<file path="src/rtl/rdo_pkg.sv">
// Shared types for the serial result readout port.
package rdo_pkg;
    // Port modes: command reception, waiting for a batch, flag clear, result shifting.
    typedef enum logic [1:0] {
        ST_CMD   = 2'd0,
        ST_WAIT  = 2'd1,
        ST_CLEAR = 2'd2,
        ST_SHIFT = 2'd3
    } rdo_state_e;

    localparam logic [7:0] EXIT_BYTE = 8'hFF;
endpackage

</file>
<file path="src/rtl/rdo_sck_edge.sv">
// Synchronizes the serial clock and data input into the system clock domain
// and produces single-cycle rise and fall strobes.
// Assumes each serial clock phase lasts several system clocks.
module rdo_sck_edge #(
    parameter int SYNC_STAGES = 2
) (
    input  logic clk,
    input  logic rst_n,
    input  logic sck,
    input  logic sdi,
    output logic sck_rise,
    output logic sck_fall,
    output logic sdi_s
);
    logic [SYNC_STAGES:0] sck_sr;
    logic [SYNC_STAGES:0] sdi_sr;

    // Shift the raw lines through the synchronizer chains.
    always_ff @(posedge clk) begin
        if (!rst_n) begin
            sck_sr <= '0;
            sdi_sr <= '0;
        end else begin
            sck_sr <= {sck_sr[SYNC_STAGES-1:0], sck};
            sdi_sr <= {sdi_sr[SYNC_STAGES-1:0], sdi};
        end
    end

    // Compare the two oldest samples to find edges.
    always_comb begin
        sck_rise = sck_sr[SYNC_STAGES-1] & ~sck_sr[SYNC_STAGES];
        sck_fall = ~sck_sr[SYNC_STAGES-1] & sck_sr[SYNC_STAGES];
        sdi_s    = sdi_sr[SYNC_STAGES-1];
    end
endmodule

</file>
<file path="src/rtl/rdo_fifo.sv">
// Result FIFO with show-ahead output. Writes when full and reads when empty
// are dropped. Assumes DEPTH is a power of two.
module rdo_fifo #(
    parameter int W     = 24,
    parameter int DEPTH = 16,
    localparam int AW   = $clog2(DEPTH)
) (
    input  logic         clk,
    input  logic         rst_n,
    input  logic         wr_en,
    input  logic [W-1:0] wr_data,
    input  logic         rd_en,
    output logic [W-1:0] rd_data,
    output logic         empty
);
    logic [W-1:0]  mem [DEPTH];
    logic [AW-1:0] wr_ptr, rd_ptr;
    logic [AW:0]   cnt;
    logic          do_wr, do_rd, full;

    // Accept only operations the fill level allows.
    always_comb begin
        full    = (cnt == AW'(0) + (AW+1)'(DEPTH));
        empty   = (cnt == '0);
        do_wr   = wr_en & ~full;
        do_rd   = rd_en & ~empty;
        rd_data = mem[rd_ptr];
    end

    // Store incoming results.
    always_ff @(posedge clk) begin
        if (do_wr) mem[wr_ptr] <= wr_data;
    end

    // Advance pointers and the fill count.
    always_ff @(posedge clk) begin
        if (!rst_n) begin
            wr_ptr <= '0;
            rd_ptr <= '0;
            cnt    <= '0;
        end else begin
            if (do_wr) wr_ptr <= wr_ptr + 1'b1;
            if (do_rd) rd_ptr <= rd_ptr + 1'b1;
            case ({do_wr, do_rd})
                2'b10:   cnt <= cnt + 1'b1;
                2'b01:   cnt <= cnt - 1'b1;
                default: cnt <= cnt;
            endcase
        end
    end

    assert_count_bound_R6: assert property (@(posedge clk) disable iff (!rst_n)
        cnt <= (AW+1)'(DEPTH));

    assert_empty_pop_holds_R10: assert property (@(posedge clk) disable iff (!rst_n)
        (rd_en && empty && !wr_en) |=> (cnt == '0));
endmodule

</file>
<file path="src/rtl/rdo_ctrl.sv">
// Mode controller and shifter. It decodes command bytes, raises the ready
// flag, counts the flag-clear byte and shifts results out MSB first.
// Assumes one-cycle rise/fall strobes from the edge detector.
module rdo_ctrl
    import rdo_pkg::*;
#(
    parameter int W     = 24,
    parameter int LEN_W = 5,
    localparam int BW   = $clog2(W)
) (
    input  logic             clk,
    input  logic             rst_n,
    input  logic             sck_rise,
    input  logic             sck_fall,
    input  logic             sdi_s,
    input  logic             batch_ready,
    input  logic [LEN_W-1:0] batch_len,
    input  logic             fifo_empty,
    input  logic [W-1:0]     fifo_data,
    output logic             fifo_pop,
    output logic             sdo,
    output logic             conv_req,
    output logic             conv_cont,
    output logic             cal_req,
    output logic             conv_active,
    output logic             underrun
);
    rdo_state_e       st_q;
    logic [BW-1:0]    bit_q;
    logic [7:0]       byte_q;
    logic [7:0]       nb;
    logic [LEN_W-1:0] len_q, rd_q;
    logic [W-1:0]     sh_q;
    logic             sdo_q, exit_q, cont_q, act_q, creq_q, cal_q, unf_q;
    logic             slot_start, slot_end;

    // Byte under assembly, slot boundaries and the FIFO pop request.
    always_comb begin
        nb         = {byte_q[6:0], sdi_s};
        slot_start = (st_q == ST_SHIFT) && sck_fall && (bit_q == '0);
        slot_end   = (st_q == ST_SHIFT) && sck_rise && (bit_q == BW'(W-1));
        fifo_pop   = slot_start & ~fifo_empty;
    end

    // Main mode sequencer.
    always_ff @(posedge clk) begin
        if (!rst_n) begin
            st_q   <= ST_CMD;
            bit_q  <= '0;
            byte_q <= '0;
            len_q  <= '0;
            rd_q   <= '0;
            sh_q   <= '0;
            sdo_q  <= 1'b1;
            exit_q <= 1'b0;
            cont_q <= 1'b0;
            act_q  <= 1'b0;
            creq_q <= 1'b0;
            cal_q  <= 1'b0;
            unf_q  <= 1'b0;
        end else begin
            creq_q <= 1'b0;
            cal_q  <= 1'b0;
            case (st_q)
                ST_CMD: begin
                    if (sck_fall) sdo_q <= 1'b1;
                    if (sck_rise) begin
                        byte_q <= nb;
                        if (bit_q == BW'(7)) begin
                            bit_q <= '0;
                            if (nb[7] && nb[2:0] == 3'b000) begin
                                creq_q <= 1'b1;
                                cont_q <= nb[6];
                                act_q  <= 1'b1;
                                st_q   <= ST_WAIT;
                            end else if (nb[7] && nb != EXIT_BYTE) begin
                                cal_q <= 1'b1;
                            end
                        end else begin
                            bit_q <= bit_q + 1'b1;
                        end
                    end
                end
                ST_WAIT: begin
                    if (sck_fall) sdo_q <= 1'b1;
                    if (batch_ready) begin
                        st_q   <= ST_CLEAR;
                        sdo_q  <= 1'b0;
                        bit_q  <= '0;
                        exit_q <= 1'b0;
                        len_q  <= (batch_len == '0) ? LEN_W'(1) : batch_len;
                    end
                end
                ST_CLEAR: begin
                    if (sck_rise) begin
                        byte_q <= nb;
                        if (bit_q == BW'(7)) begin
                            bit_q  <= '0;
                            rd_q   <= '0;
                            exit_q <= cont_q && (nb == EXIT_BYTE);
                            st_q   <= ST_SHIFT;
                        end else begin
                            bit_q <= bit_q + 1'b1;
                        end
                    end
                end
                ST_SHIFT: begin
                    if (slot_start) begin
                        if (fifo_empty) begin
                            sdo_q <= 1'b0;
                            sh_q  <= '0;
                            unf_q <= 1'b1;
                        end else begin
                            sdo_q <= fifo_data[W-1];
                            sh_q  <= {fifo_data[W-2:0], 1'b0};
                        end
                    end else if (sck_fall) begin
                        sdo_q <= sh_q[W-1];
                        sh_q  <= {sh_q[W-2:0], 1'b0};
                    end
                    if (slot_end) begin
                        bit_q <= '0;
                        rd_q  <= rd_q + 1'b1;
                        if (rd_q == len_q - 1'b1) begin
                            if (!cont_q || exit_q) begin
                                st_q   <= ST_CMD;
                                act_q  <= 1'b0;
                                cont_q <= 1'b0;
                            end else begin
                                st_q <= ST_WAIT;
                            end
                        end
                    end else if (sck_rise) begin
                        bit_q <= bit_q + 1'b1;
                    end
                end
                default: st_q <= ST_CMD;
            endcase
        end
    end

    assign sdo         = sdo_q;
    assign conv_req    = creq_q;
    assign conv_cont   = cont_q;
    assign cal_req     = cal_q;
    assign conv_active = act_q;
    assign underrun    = unf_q;

    assert_req_single_R2: assert property (@(posedge clk) disable iff (!rst_n)
        conv_req |=> !conv_req);

    assert_cal_in_cmd_R3: assert property (@(posedge clk) disable iff (!rst_n)
        cal_req |-> (st_q == ST_CMD));

    assert_flag_low_in_clear_R5: assert property (@(posedge clk) disable iff (!rst_n)
        (st_q == ST_CLEAR) |-> !sdo);

    assert_active_in_data_R7: assert property (@(posedge clk) disable iff (!rst_n)
        (st_q != ST_CMD) |-> conv_active);

    assert_mode_stable_R8: assert property (@(posedge clk) disable iff (!rst_n)
        (st_q != ST_CMD && $past(st_q) != ST_CMD) |-> $stable(conv_cont));

    assert_underrun_sticky_R10: assert property (@(posedge clk) disable iff (!rst_n)
        underrun |=> underrun);
endmodule

</file>
<file path="src/rtl/serial_readout_port.sv">
// Top level of the serial result readout port: edge detector, result FIFO
// and mode controller. Assumes the serial clock is much slower than clk.
module serial_readout_port #(
    parameter int RES_W       = 24,
    parameter int FIFO_DEPTH  = 16,
    parameter int SYNC_STAGES = 2,
    localparam int LEN_W      = $clog2(FIFO_DEPTH + 1)
) (
    input  logic             clk,
    input  logic             rst_n,
    input  logic             sck,
    input  logic             sdi,
    output logic             sdo,
    input  logic             res_wr_en,
    input  logic [RES_W-1:0] res_wr_data,
    input  logic             batch_ready,
    input  logic [LEN_W-1:0] batch_len,
    output logic             conv_req,
    output logic             conv_cont,
    output logic             cal_req,
    output logic             conv_active,
    output logic             underrun
);
    logic             sck_rise, sck_fall, sdi_s;
    logic             fifo_pop, fifo_empty;
    logic [RES_W-1:0] fifo_data;

    rdo_sck_edge #(.SYNC_STAGES(SYNC_STAGES)) u_edge (
        .clk      (clk),
        .rst_n    (rst_n),
        .sck      (sck),
        .sdi      (sdi),
        .sck_rise (sck_rise),
        .sck_fall (sck_fall),
        .sdi_s    (sdi_s)
    );

    rdo_fifo #(.W(RES_W), .DEPTH(FIFO_DEPTH)) u_fifo (
        .clk     (clk),
        .rst_n   (rst_n),
        .wr_en   (res_wr_en),
        .wr_data (res_wr_data),
        .rd_en   (fifo_pop),
        .rd_data (fifo_data),
        .empty   (fifo_empty)
    );

    rdo_ctrl #(.W(RES_W), .LEN_W(LEN_W)) u_ctrl (
        .clk         (clk),
        .rst_n       (rst_n),
        .sck_rise    (sck_rise),
        .sck_fall    (sck_fall),
        .sdi_s       (sdi_s),
        .batch_ready (batch_ready),
        .batch_len   (batch_len),
        .fifo_empty  (fifo_empty),
        .fifo_data   (fifo_data),
        .fifo_pop    (fifo_pop),
        .sdo         (sdo),
        .conv_req    (conv_req),
        .conv_cont   (conv_cont),
        .cal_req     (cal_req),
        .conv_active (conv_active),
        .underrun    (underrun)
    );
endmodule

</file>
<file path="config.mk">
export PLATFORM = sky130hd
export DESIGN_NAME = serial_readout_port
export DESIGN_NICKNAME = d
export VERILOG_FILES = /design/src/rtl/rdo_pkg.sv /design/src/rtl/rdo_sck_edge.sv /design/src/rtl/rdo_fifo.sv /design/src/rtl/rdo_ctrl.sv /design/src/rtl/serial_readout_port.sv
export SDC_FILE = /design/constraint.sdc
export NUM_CORES = 1
export LEC_CHECK = 0
export ABC_CLOCK_PERIOD_IN_PS = 4100
export BUFFER_PORTS_ARGS = -buffer_cell sky130_fd_sc_hd__buf_4
export CAP_MARGIN = 20
export CORE_UTILIZATION = 45
export DETAILED_ROUTE_END_ITERATION = 7
export GPL_TIMING_DRIVEN = 0
export PLACE_DENSITY = 0.71
export SYNTH_ARGS = -nofsm -noshare
export SYNTH_HDL_FRONTEND = slang
export SYNTH_SLANG_ARGS = --single-unit
</file>
<file path="constraint.sdc">
create_clock -name clk -period 4.1 [get_ports clk]
set_input_delay 0.41 -clock clk [delete_from_list [all_inputs] [get_ports clk]]
set_output_delay 0.41 -clock clk [all_outputs]
set_load 0.05 [all_outputs]
</file>
==> results of run 1 <==
-- power groups by stage --
| stage | Clock (W) | Sequential (W) | Combinational [W] |
|---|---|---|---|
| floorplan | 0 | 0.00527 | 0.000200 |
| global placement | 0 | 0.00525 | 0.000356 |
| detailed placement | 0 | 0.00525 | 0.000389 |
| CTS | 0.00418 | 0.00515 | 0.000391 |
| global route | 0.00436 | 0.00516 | 0.000425 |
| finish | 0.00412 | 0.00515 | 0.000389 |
-- logic make-up (layout without fill, tap and decap cells) --
| kind of cell | count (synthesis) | after routing | synth area share [%] |
|---|---|---|---|
| other cells | 0 | 1 | 0 |
| fa+ha+maj | 16 | 16 | 1.10 |
| simple gates | 179 | 179 | 5.09 |
| buf+inv | 72 | 217 | 1.64 |
| flops | 460 | 460 | 71.9 |
| mux | 126 | 126 | 13.7 |
| compound gates | 137 | 137 | 5.76 |
| xor+xnor | 18 | 18 | 0.868 |
-- per-stage QoR --
stage	setup TNS [ns]	setup WS, ns	utilization, %	power, W
2_1_floorplan	0	0.600	-	0.00547
3_3_place_gp	-163.27	-1.40	48.1	0.00561
3_5_place_dp	0	0.242	49.4	0.00564
4_1_cts	0	0.170	53.1	0.00972
5_1_grt	0	0.166	53.2	0.00994
6_report	0	0.478	53.2	0.00966
-- per-layer routing --
metal | vias up | share of wire, % | GRT usage, % | routed length [um]
met3 | 80 | 7.0 | 3.58 | 2750
met2 | 341 | 49 | 32.0 | 19200
met1 | 4993 | 41 | 26.0 | 16200
met5 | - | 0 | 0 | 0
li1 | 4280 | - | - | -
met4 | 0 | 2.8 | 6.47 | 1110
-- path summary, 6_finish.rpt --
path / from / to / slack, ns / depth (start not counted)
setup reg to reg: u_ctrl.st_q[1]$_SDFFE_PN0P_ / u_fifo.cnt[4]$_SDFFE_PN0P_ / 0.48 / 13
setup / recovery: u_ctrl.st_q[1]$_SDFFE_PN0P_ / u_fifo.cnt[4]$_SDFFE_PN0P_ / 0.48 / 13
hold reg to reg: u_ctrl.byte_q[4]$_SDFFE_PN0P_ / u_ctrl.byte_q[5]$_SDFFE_PN0P_ / 0.44 / 2
hold / removal: sck / u_edge.sck_sr[0]$_SDFF_PN0_ / 0.05 / 2
-- final cells by class --
type	count	share of cell area (%)
inverters	15	0.267
flip-flops and latches	460	61.8
plain buffers	57	1.14
diodes	1	0.0118
repair buffers	61	3.31
multi-input cells	476	23.3
well taps	525	3.11
clock buffers	57	5.78
clock inverters	27	1.27
-- cell usage after synthesis (all sizes together), types with 4 or more instances --
library cell / instances / share of area, %
a211oi: 48 / 2.1
a21oi: 23 / 0.63
a221o: 22 / 1.2
a31oi: 4 / 0.14
and2: 9 / 0.31
buf: 15 / 0.46
clkbuf: 42 / 0.87
dfxtp: 76 / 8.4
edfxtp: 384 / 63
ha: 16 / 1.1
inv: 15 / 0.31
mux2i: 28 / 1.5
mux4: 98 / 12
nand2: 40 / 0.83
nand2b: 6 / 0.21
nand3: 8 / 0.22
nand3b: 4 / 0.17
nand4: 6 / 0.21
nor2: 51 / 1.1
nor2b: 25 / 0.86
nor3: 8 / 0.22
nor3b: 5 / 0.21
o21ai: 16 / 0.44
xnor2: 7 / 0.34
xor2: 11 / 0.53
-- worst max-delay path, stage by stage, from the launching register on --
cell and delay (ns):
dfxtp_1 0.40, ha_1 0.17, clkbuf_1 0.33, nand3b_1 0.31, a211oi_4 0.28, ha_1 0.24
clkbuf_1 0.34, xor2_1 0.12, ha_1 0.25, nand2_1 0.09, a211oi_1 0.07, a211o_1 0.30
or4_1 0.50, a21oi_1 0.15
-- flip-flops by register name, summed over array words and instances (netlist names), 2 cells and up, named ones only --
name           count
u_ctrl.len_q       5
u_ctrl.byte_q      7
u_edge.sck_sr      3
u_fifo.rd_ptr      4
u_ctrl.bit_q       5
u_ctrl.rd_q        5
u_ctrl.st_q        2
u_edge.sdi_sr      2
u_fifo.wr_ptr      4
u_fifo.mem       384
u_ctrl.sh_q       23
u_fifo.cnt         5
-- cell usage in the layout (no fill, tap or decap), types with 16 or more instances in the layout --
master       n
edfxtp_1   384
mux4_2      98
dfxtp_1     76
clkbuf_1    49
a211oi_1    47
clkbuf_16   45
buf_4       44
nand2_1     40
nor2_1      39
mux2i_1     28
nor2b_1     25
a21oi_1     23
a221o_1     22
ha_1        16
-- repair_timing --
action / CTS / global route
endpoints found under the setup margin: 0 / 1
setup buffers: 0 / 1
hold buffers: 0 / 0
==> results.yml, run 1 <==
sta:
  rsz0062_at_grt: "false"
  skew_ns: 0.0362
  worst_pin_slew_ns: 1.06
  clock.fmax_ghz: 0.276
  maxSlewViolCount: 0
  setup_viol: 0
  period_share_pct: 88.3
  hold_slack_ns: 0.0470
  slew_headroom_pct: 29.3
  min_period_ns: 3.62
  finalHoldViolations: 0
hold_path:
  min_path_type: "in -> reg"
final_layout:
  area_growth_pct: 16.3
  fin_nets: 1167
  seq_area_um2: 13100
  multi_input_area_um2: 4930
  fin_area_um2: 21100
  layout-drive-gt1-share_pct: 23.7
  final_cells: 1679
  fillers: 3093
grt:
  grt_max_degree: 25
  grt_overflow: 0
  antenna_found_initial: 1
  grt_pass1_vias: 9932
  grt_first_pass_wirelength_mm: 59.4
  grt_util_all_layers_pct: 19.4
drt:
  routed_wl_mm: 39.2
  wl_per_cell_um: 23.4
  ant_nets: 0
  drc: 0
  vias_per_cell: 5.77
  drt_iter0_drc: 915
  vias: 9694
  dr.pass1.iters: 5
die:
  rows: 73
  core_um2: 39700
  die_h_um: 203
  initial_core_util_pct: 45.7
  io-pin-count: 41
  dieArea_um2: 41200
  die_w_um: 203
power_and_ir_drop:
  p_int_w: 0.00760
  leakagePower_nw: 6.60
  power.density_nw_per_um2: 457
  clockPowerShare_pct: 42.7
  p_comb_share_pct: 4.0
  vdd_drop_max_v: 0.000415
  swShare_pct: 21.3
  p_sw_w: 0.00206
  power_frac_seq_pct: 53.3
outcome:
  status: "completed"
synthesis:
  synth_edf_count: 384
  ys_warn_count: 0
  ys_seq_area_share_pct: 71.9
  netlist_area_um2: 18200
  synth_ff_type: "edfxtp_1"
  synthCells: 1008
  ys_types: 62
  synth_fp_nets: 1059
  async_reset_ff_share_pct: 0
  avgSynthCellArea_um2: 18.0
  synth-seq-cells: 460
place:
  hpwl_mm: 25.2
  post_dp_cell_area_um2: 19600
  io_buffers: 40
  place_inst: 1593
  place.gp.congestion: 0.795
job:
  cap_violations: 0
clock_tree:
  cts_root_buf: "clkbuf_16"
  cts.path.max_buffers: 3
  cts_max_level: 2
  ctsResizeCount: 0
  cts_tree: "yes"
  clk_latency_ns: 0.58
  numCtsBuffers: 45
  clk_pin_slew_ns: 0.06
  clkSinkCount: 460
setup_path:
  worst-setup-path-type: "reg -> reg"
  end_kind: "flop"
  cp.arrival_ns: 4.12
  critPathMaxFanout: 10
  start_kind: "flop"
  critPathRequiredTime_ns: 4.60
No activity file was read; power rests on OpenSTA's default activity.
==> run 2, diff against run 1 <==
Settings changed: ABC_CLOCK_PERIOD_IN_PS 4100 to 3900, CORE_MARGIN from default to 3.
Clock period 4.1 ns to 3.9 ns, I/O delays scaled along.
==> run 2 against run 1 <==
Non-clock buffer count shrank 1. Sequential share of layout area rose by 0.13 points. Critical endpoint unchanged. Clock power rose by 5%. Via count shrank 1.1%. Critical path type unchanged. First-iteration DRC count down 9.7%. Sequential power is 5.2% higher. Largest power group unchanged. Global-route usage shrank 1.0 points. Wire length down 0.89%. Worst hold slack better by 0.0027 ns. Die area rose by 4.0%.
==> results.yml, run 2 (same netlist as run 1, synthesis figures left out) <==
sta:
  fin_ws_ns: 0.304
  min_period_ns: 3.60
  rsz0062_at_grt: "false"
  clock.fmax_ghz: 0.278
  period_share_pct: 92.2
  finalHoldViolations: 0
  hold_slack_ns: 0.0497
  maxSlewViolCount: 0
  slew_headroom_pct: 23.9
  setup_viol: 0
  skew_ns: 0.0119
  worst_pin_slew_ns: 1.14
power_and_ir_drop:
  power.density_nw_per_um2: 481
  vdd_drop_max_v: 0.000381
  leakagePower_nw: 6.58
  total_power_w: 0.0101
final_layout:
  largest_reg_flops: 384
  layout-drive-gt1-share_pct: 22.9
  layout_commonest_cell: "edfxtp_1"
  fillers: 3072
  reg_top3: "u_fifo.mem (384), u_ctrl.sh_q (23), u_ctrl.byte_q (7)"
  fin_nets: 1165
  mostFrequentLayoutCells: "edfxtp_1 (384), mux4_2 (98), dfxtp_1 (76)"
  area_growth_pct: 16.0
  largest-register: "u_fifo.mem"
  final_core_util_pct: 53.7
grt:
  grt_max_degree: 25
  grt_first_pass_wirelength_mm: 59.1
  grt_pass1_vias: 9947
  grt_overflow: 0
  grt_util_all_layers_pct: 18.4
  antenna_found_initial: 0
setup_path:
  rrSetupSlack_ns: 0.30
  regToRegEndpoint: "u_fifo.cnt[4]$_SDFFE_PN0P_"
  regToRegStartpoint: "u_fifo.cnt[1]$_SDFFE_PN0P_"
  end_kind: "flop"
  reg2regPathDepth: 13
  critPathMaxFanout: 10
  start_kind: "flop"
  worst-setup-path-type: "reg -> reg"
  cp.arrival_ns: 4.08
  critPathRequiredTime_ns: 4.39
die:
  core_um2: 39300
  die_w_um: 207
  dieArea_um2: 42800
  initial_core_util_pct: 46.3
  rows: 72
  die_h_um: 207
  io-pin-count: 41
drt:
  drc: 0
  wl_per_cell_um: 23.3
  ant_nets: 0
  routed_wl_mm: 38.9
  dr.pass1.iters: 5
  vias_per_cell: 5.75
  vias: 9589
  drt_iter0_drc: 826
place:
  hpwl_mm: 25.0
  io_buffers: 40
  dp_slack_ns: 0.0745
  place.gp.congestion: 0.759
hold_path:
  min_path_type: "in -> reg"
  hp-start: "sdi"
  min_to: "u_edge.sdi_sr[0]$_SDFF_PN0_"
  whs_path_depth: 2
clock_tree:
  clk_latency_ns: 0.56
  cts.path.max_buffers: 3
  clkSinkCount: 460
  clk_pin_slew_ns: 0.06
  cts_tree: "yes"
  numCtsBuffers: 44
  cts_root_buf: "clkbuf_16"
  cts_max_level: 2
job:
  cap_violations: 0
outcome:
  status: "completed"
run 2: cell types whose count changed in the layout (fill, tap and decap cells not counted), sizes merged:
cell / previous run / this run
clkinvlp: 2 / 1
clkinv: 20 / 10
buf: 76 / 77
clkbuf: 99 / 106
run 2: layer usage:
| metal | share of wire, % | GRT usage, % | vias to the layer above | wire, um |
|---|---|---|---|---|
| met5 | 0 | 0 | - | 0 |
| met4 | 1.6 | 4.77 | 0 | 640 |
| met3 | 5.7 | 3.67 | 52 | 2230 |
| met2 | 50 | 30.5 | 278 | 19300 |
| met1 | 43 | 25.2 | 4990 | 16700 |
| li1 | - | - | 4269 | - |
run 2: stage by stage:
| step | setup TNS, ns | instances | area [um2] |
|---|---|---|---|
| global route | 0 | 1668 | 21100 |
| detailed placement | 0 | 1585 | 19600 |
| CTS | 0 | 1667 | 21100 |
| finish | 0 | 1669 | 21100 |
| global placement | -256.84 | 1566 | 19100 |
| floorplan | 0 | 1008 | 18200 |
run 2: final cells by class:
cell class / instances / area [um2] / share of cell area, %
Sequential cell: 460 / 13100 / 61.9
Multi-Input combinational cell: 476 / 4930 / 23.4
Clock buffer: 66 / 1290 / 6.12
Timing Repair Buffer: 61 / 684 / 3.25
Tap cell: 518 / 648 / 3.07
Buffer: 56 / 238 / 1.13
Clock inverter: 16 / 183 / 0.867
Inverter: 15 / 56.3 / 0.267
Antenna cell: 1 / 2.50 / 0.0119
run 2: worst max path at each step:
stage                     depth (start not counted)                          end                   startpoint
after CTS                                        13   u_fifo.cnt[4]$_SDFFE_PN0P_  u_ctrl.st_q[1]$_SDFFE_PN0P_
after floorplan                                   5   u_fifo.mem[3][0]$_DFFE_PP_   u_fifo.cnt[1]$_SDFFE_PN0P_
after global routing                             13   u_fifo.cnt[4]$_SDFFE_PN0P_   u_fifo.cnt[1]$_SDFFE_PN0P_
after detailed placement                         13   u_fifo.cnt[4]$_SDFFE_PN0P_  u_ctrl.st_q[1]$_SDFFE_PN0P_
after global placement                            5  u_fifo.mem[0][11]$_DFFE_PP_   u_fifo.cnt[1]$_SDFFE_PN0P_
final                                            13   u_fifo.cnt[4]$_SDFFE_PN0P_   u_fifo.cnt[1]$_SDFFE_PN0P_
run 2: timing repair:
item                                    in CTS  in global routing
buffers inserted                             0                  2
hold buffers                                 0                  0
endpoints found under the setup margin       0                  1
resized for setup                            0                  1
run 2: worst max-delay path, stage by stage (launching register included):
cell and delay, ns:
dfxtp_1 0.31, clkbuf_1 0.36, nor4_4 0.14, a21boi_1 0.61, inv_1 0.10, ha_1 0.25, buf_1 0.22, xor2_1 0.19
ha_1 0.25, nand2_1 0.09, a211oi_1 0.07, a211o_1 0.28, or4_1 0.50, a21oi_1 0.15
run 2: power breakdown:
| group | switching, W | internal [W] | leakage [nW] |
|---|---|---|---|
| registers | 0.0000290 | 0.00539 | 4.08 |
| clock network | 0.00180 | 0.00251 | 0.722 |
| logic | 0.000253 | 0.000156 | 1.77 |
==> run 3, diff against run 2 <==
Settings changed: MAX_ROUTING_LAYER from default to met4.
==> run 3 against run 2 <==
Global-route usage grew 0.58 points. Worst hold slack is essentially flat. Clock power about the same. Combinational power about the same. Maximum frequency is 0.55% higher.
==> results.yml, run 3 (same netlist as run 1, synthesis figures left out) <==
outcome:
  status: "completed"
grt:
  grt_util_all_layers_pct: 19.0
  grt_overflow: 0
  grt_max_degree: 25
  grt_pass1_vias: 9934
  antenna_found_initial: 0
  grt_first_pass_wirelength_mm: 59.1
setup_path:
  crit_family: "compound AO/OA/AOI/OAI gates"
  crit_top_cell: "ha_1"
  slowest_delay_ns: 0.60
  start_kind: "flop"
  worst-setup-path-type: "reg -> reg"
  cp.arrival_ns: 4.06
  critical_path_buf_inv_count: 3
  critPathRequiredTime_ns: 4.39
  critPathMaxFanout: 10
  regToRegStartpoint: "u_fifo.cnt[1]$_SDFFE_PN0P_"
  path_cells: "clkbuf_1 -> nor4_4 -> a21boi_1 -> inv_1 -> ha_1 -> buf_1 -> xor2_1 -> ha_1 -> nand2_1 -> a211oi_1 -> a211o_1 -> or4_1 -> a21oi_1"
  startpoint: "u_fifo.cnt[1]$_SDFFE_PN0P_"
  end_kind: "flop"
  crit_slowest_cell: "a21boi_1"
clock_tree:
  clk_latency_ns: 0.56
  numCtsBuffers: 44
  cts_root_buf: "clkbuf_16"
  clk_pin_slew_ns: 0.06
  holdBufCountCts: 0
  cts_max_level: 2
  cts.path.max_buffers: 3
  cts_tree: "yes"
  clkSinkCount: 460
drt:
  wl_per_cell_um: 23.2
  routed_wl_mm: 38.8
  drt_iter0_drc: 853
  vias_per_cell: 5.75
  dr.pass1.iters: 5
  vias: 9601
  ant_nets: 0
  drc: 0
die:
  io-pin-count: 41
  core_um2: 39300
  die_h_um: 207
  initial_core_util_pct: 46.3
  die_w_um: 207
  rows: 72
  dieArea_um2: 42800
sta:
  hold_slack_ns: 0.0501
  finalHoldViolations: 0
  worst_pin_slew_ns: 1.13
  maxSlewViolCount: 0
  period_share_pct: 91.7
  min_period_ns: 3.58
  rsz0062_at_grt: "false"
  clock.fmax_ghz: 0.280
  slew_headroom_pct: 24.6
  skew_ns: 0.0132
  setup_viol: 0
final_layout:
  fin_area_um2: 21100
  reg_top3: "u_fifo.mem (384), u_ctrl.sh_q (23), u_ctrl.byte_q (7)"
  layout_commonest_cell: "edfxtp_1"
  fillers: 3072
  largest-register: "u_fifo.mem"
  largest_reg_flops: 384
  mostFrequentLayoutCells: "edfxtp_1 (384), mux4_2 (98), dfxtp_1 (76)"
  area_growth_pct: 16.0
  fin_nets: 1165
  layout-drive-gt1-share_pct: 22.9
  final_core_util_pct: 53.7
place:
  hpwl_mm: 25.0
  place.gp.congestion: 0.771
  io_buffers: 40
  post_dp_cell_area_um2: 19600
power_and_ir_drop:
  power.density_nw_per_um2: 481
  swShare_pct: 20.6
  clockPowerShare_pct: 42.5
  p_int_w: 0.00805
  p_comb_share_pct: 4.0
  p_sw_w: 0.00209
  vdd_drop_max_v: 0.000380
  leakagePower_nw: 6.58
  power_frac_seq_pct: 53.4
job:
  cap_violations: 0
hold_path:
  min_path_type: "in -> reg"
  hp-start: "sdi"
run 3: cell counts in the layout (fill, tap and decap cells not counted):
No cell type changed its count.
run 3: cell type report:
cell class                      count  area [um2]  area share (%)
Buffer                             56         238            1.13
Sequential cell                   460       13100            61.9
Antenna cell                        1        2.50          0.0119
Multi-Input combinational cell    476        4930            23.4
Clock buffer                       66        1290            6.12
Tap cell                          518         648            3.07
Clock inverter                     16         183           0.867
Timing Repair Buffer               61         684            3.25
Inverter                           15        56.3           0.267
run 3: repair_timing:
item	in CTS	in global routing
setup buffers	0	2
resized for setup	0	1
endpoints found under the setup margin	0	1
run 3: stage by stage:
step                      power (W)  setup WS, ns  instances  TNS [ns]
after global routing         0.0104        0.0381       1668         0
after detailed placement    0.00593        0.0745       1585         0
after floorplan             0.00575         0.400       1008         0
after global placement      0.00590         -1.68       1566   -256.84
final                        0.0101         0.323       1669         0
after CTS                    0.0102        0.0334       1667         0
run 3: final timing paths:
check	endpoint	slack (ns)	cells after the start
hold / removal	u_edge.sdi_sr[0]$_SDFF_PN0_	0.05	2
hold reg to reg	u_edge.sdi_sr[1]$_SDFF_PN0_	0.44	1
setup reg to reg	u_fifo.cnt[4]$_SDFFE_PN0P_	0.32	13
setup / recovery	u_fifo.cnt[4]$_SDFFE_PN0P_	0.32	13
run 3: routing by layer:
metal | GRT usage [%] | routed length [um] | share of wire, % | vias to the layer above
li1 | - | - | - | 4272
met1 | 25.3 | 16600 | 43 | 5003
met2 | 30.4 | 19300 | 50 | 275
met3 | 3.72 | 2240 | 5.8 | 51
met4 | 4.77 | 645 | 1.7 | 0
met5 | - | 0 | 0 | -
run 3: power by group through the flow:
stage | clock (W) | combinational [W] | sequential, W
CTS | 0.00438 | 0.000410 | 0.00542
floorplan | 0 | 0.000210 | 0.00554
finish | 0.00431 | 0.000407 | 0.00542
global route | 0.00457 | 0.000449 | 0.00542
global placement | 0 | 0.000374 | 0.00552
detailed placement | 0 | 0.000407 | 0.00552
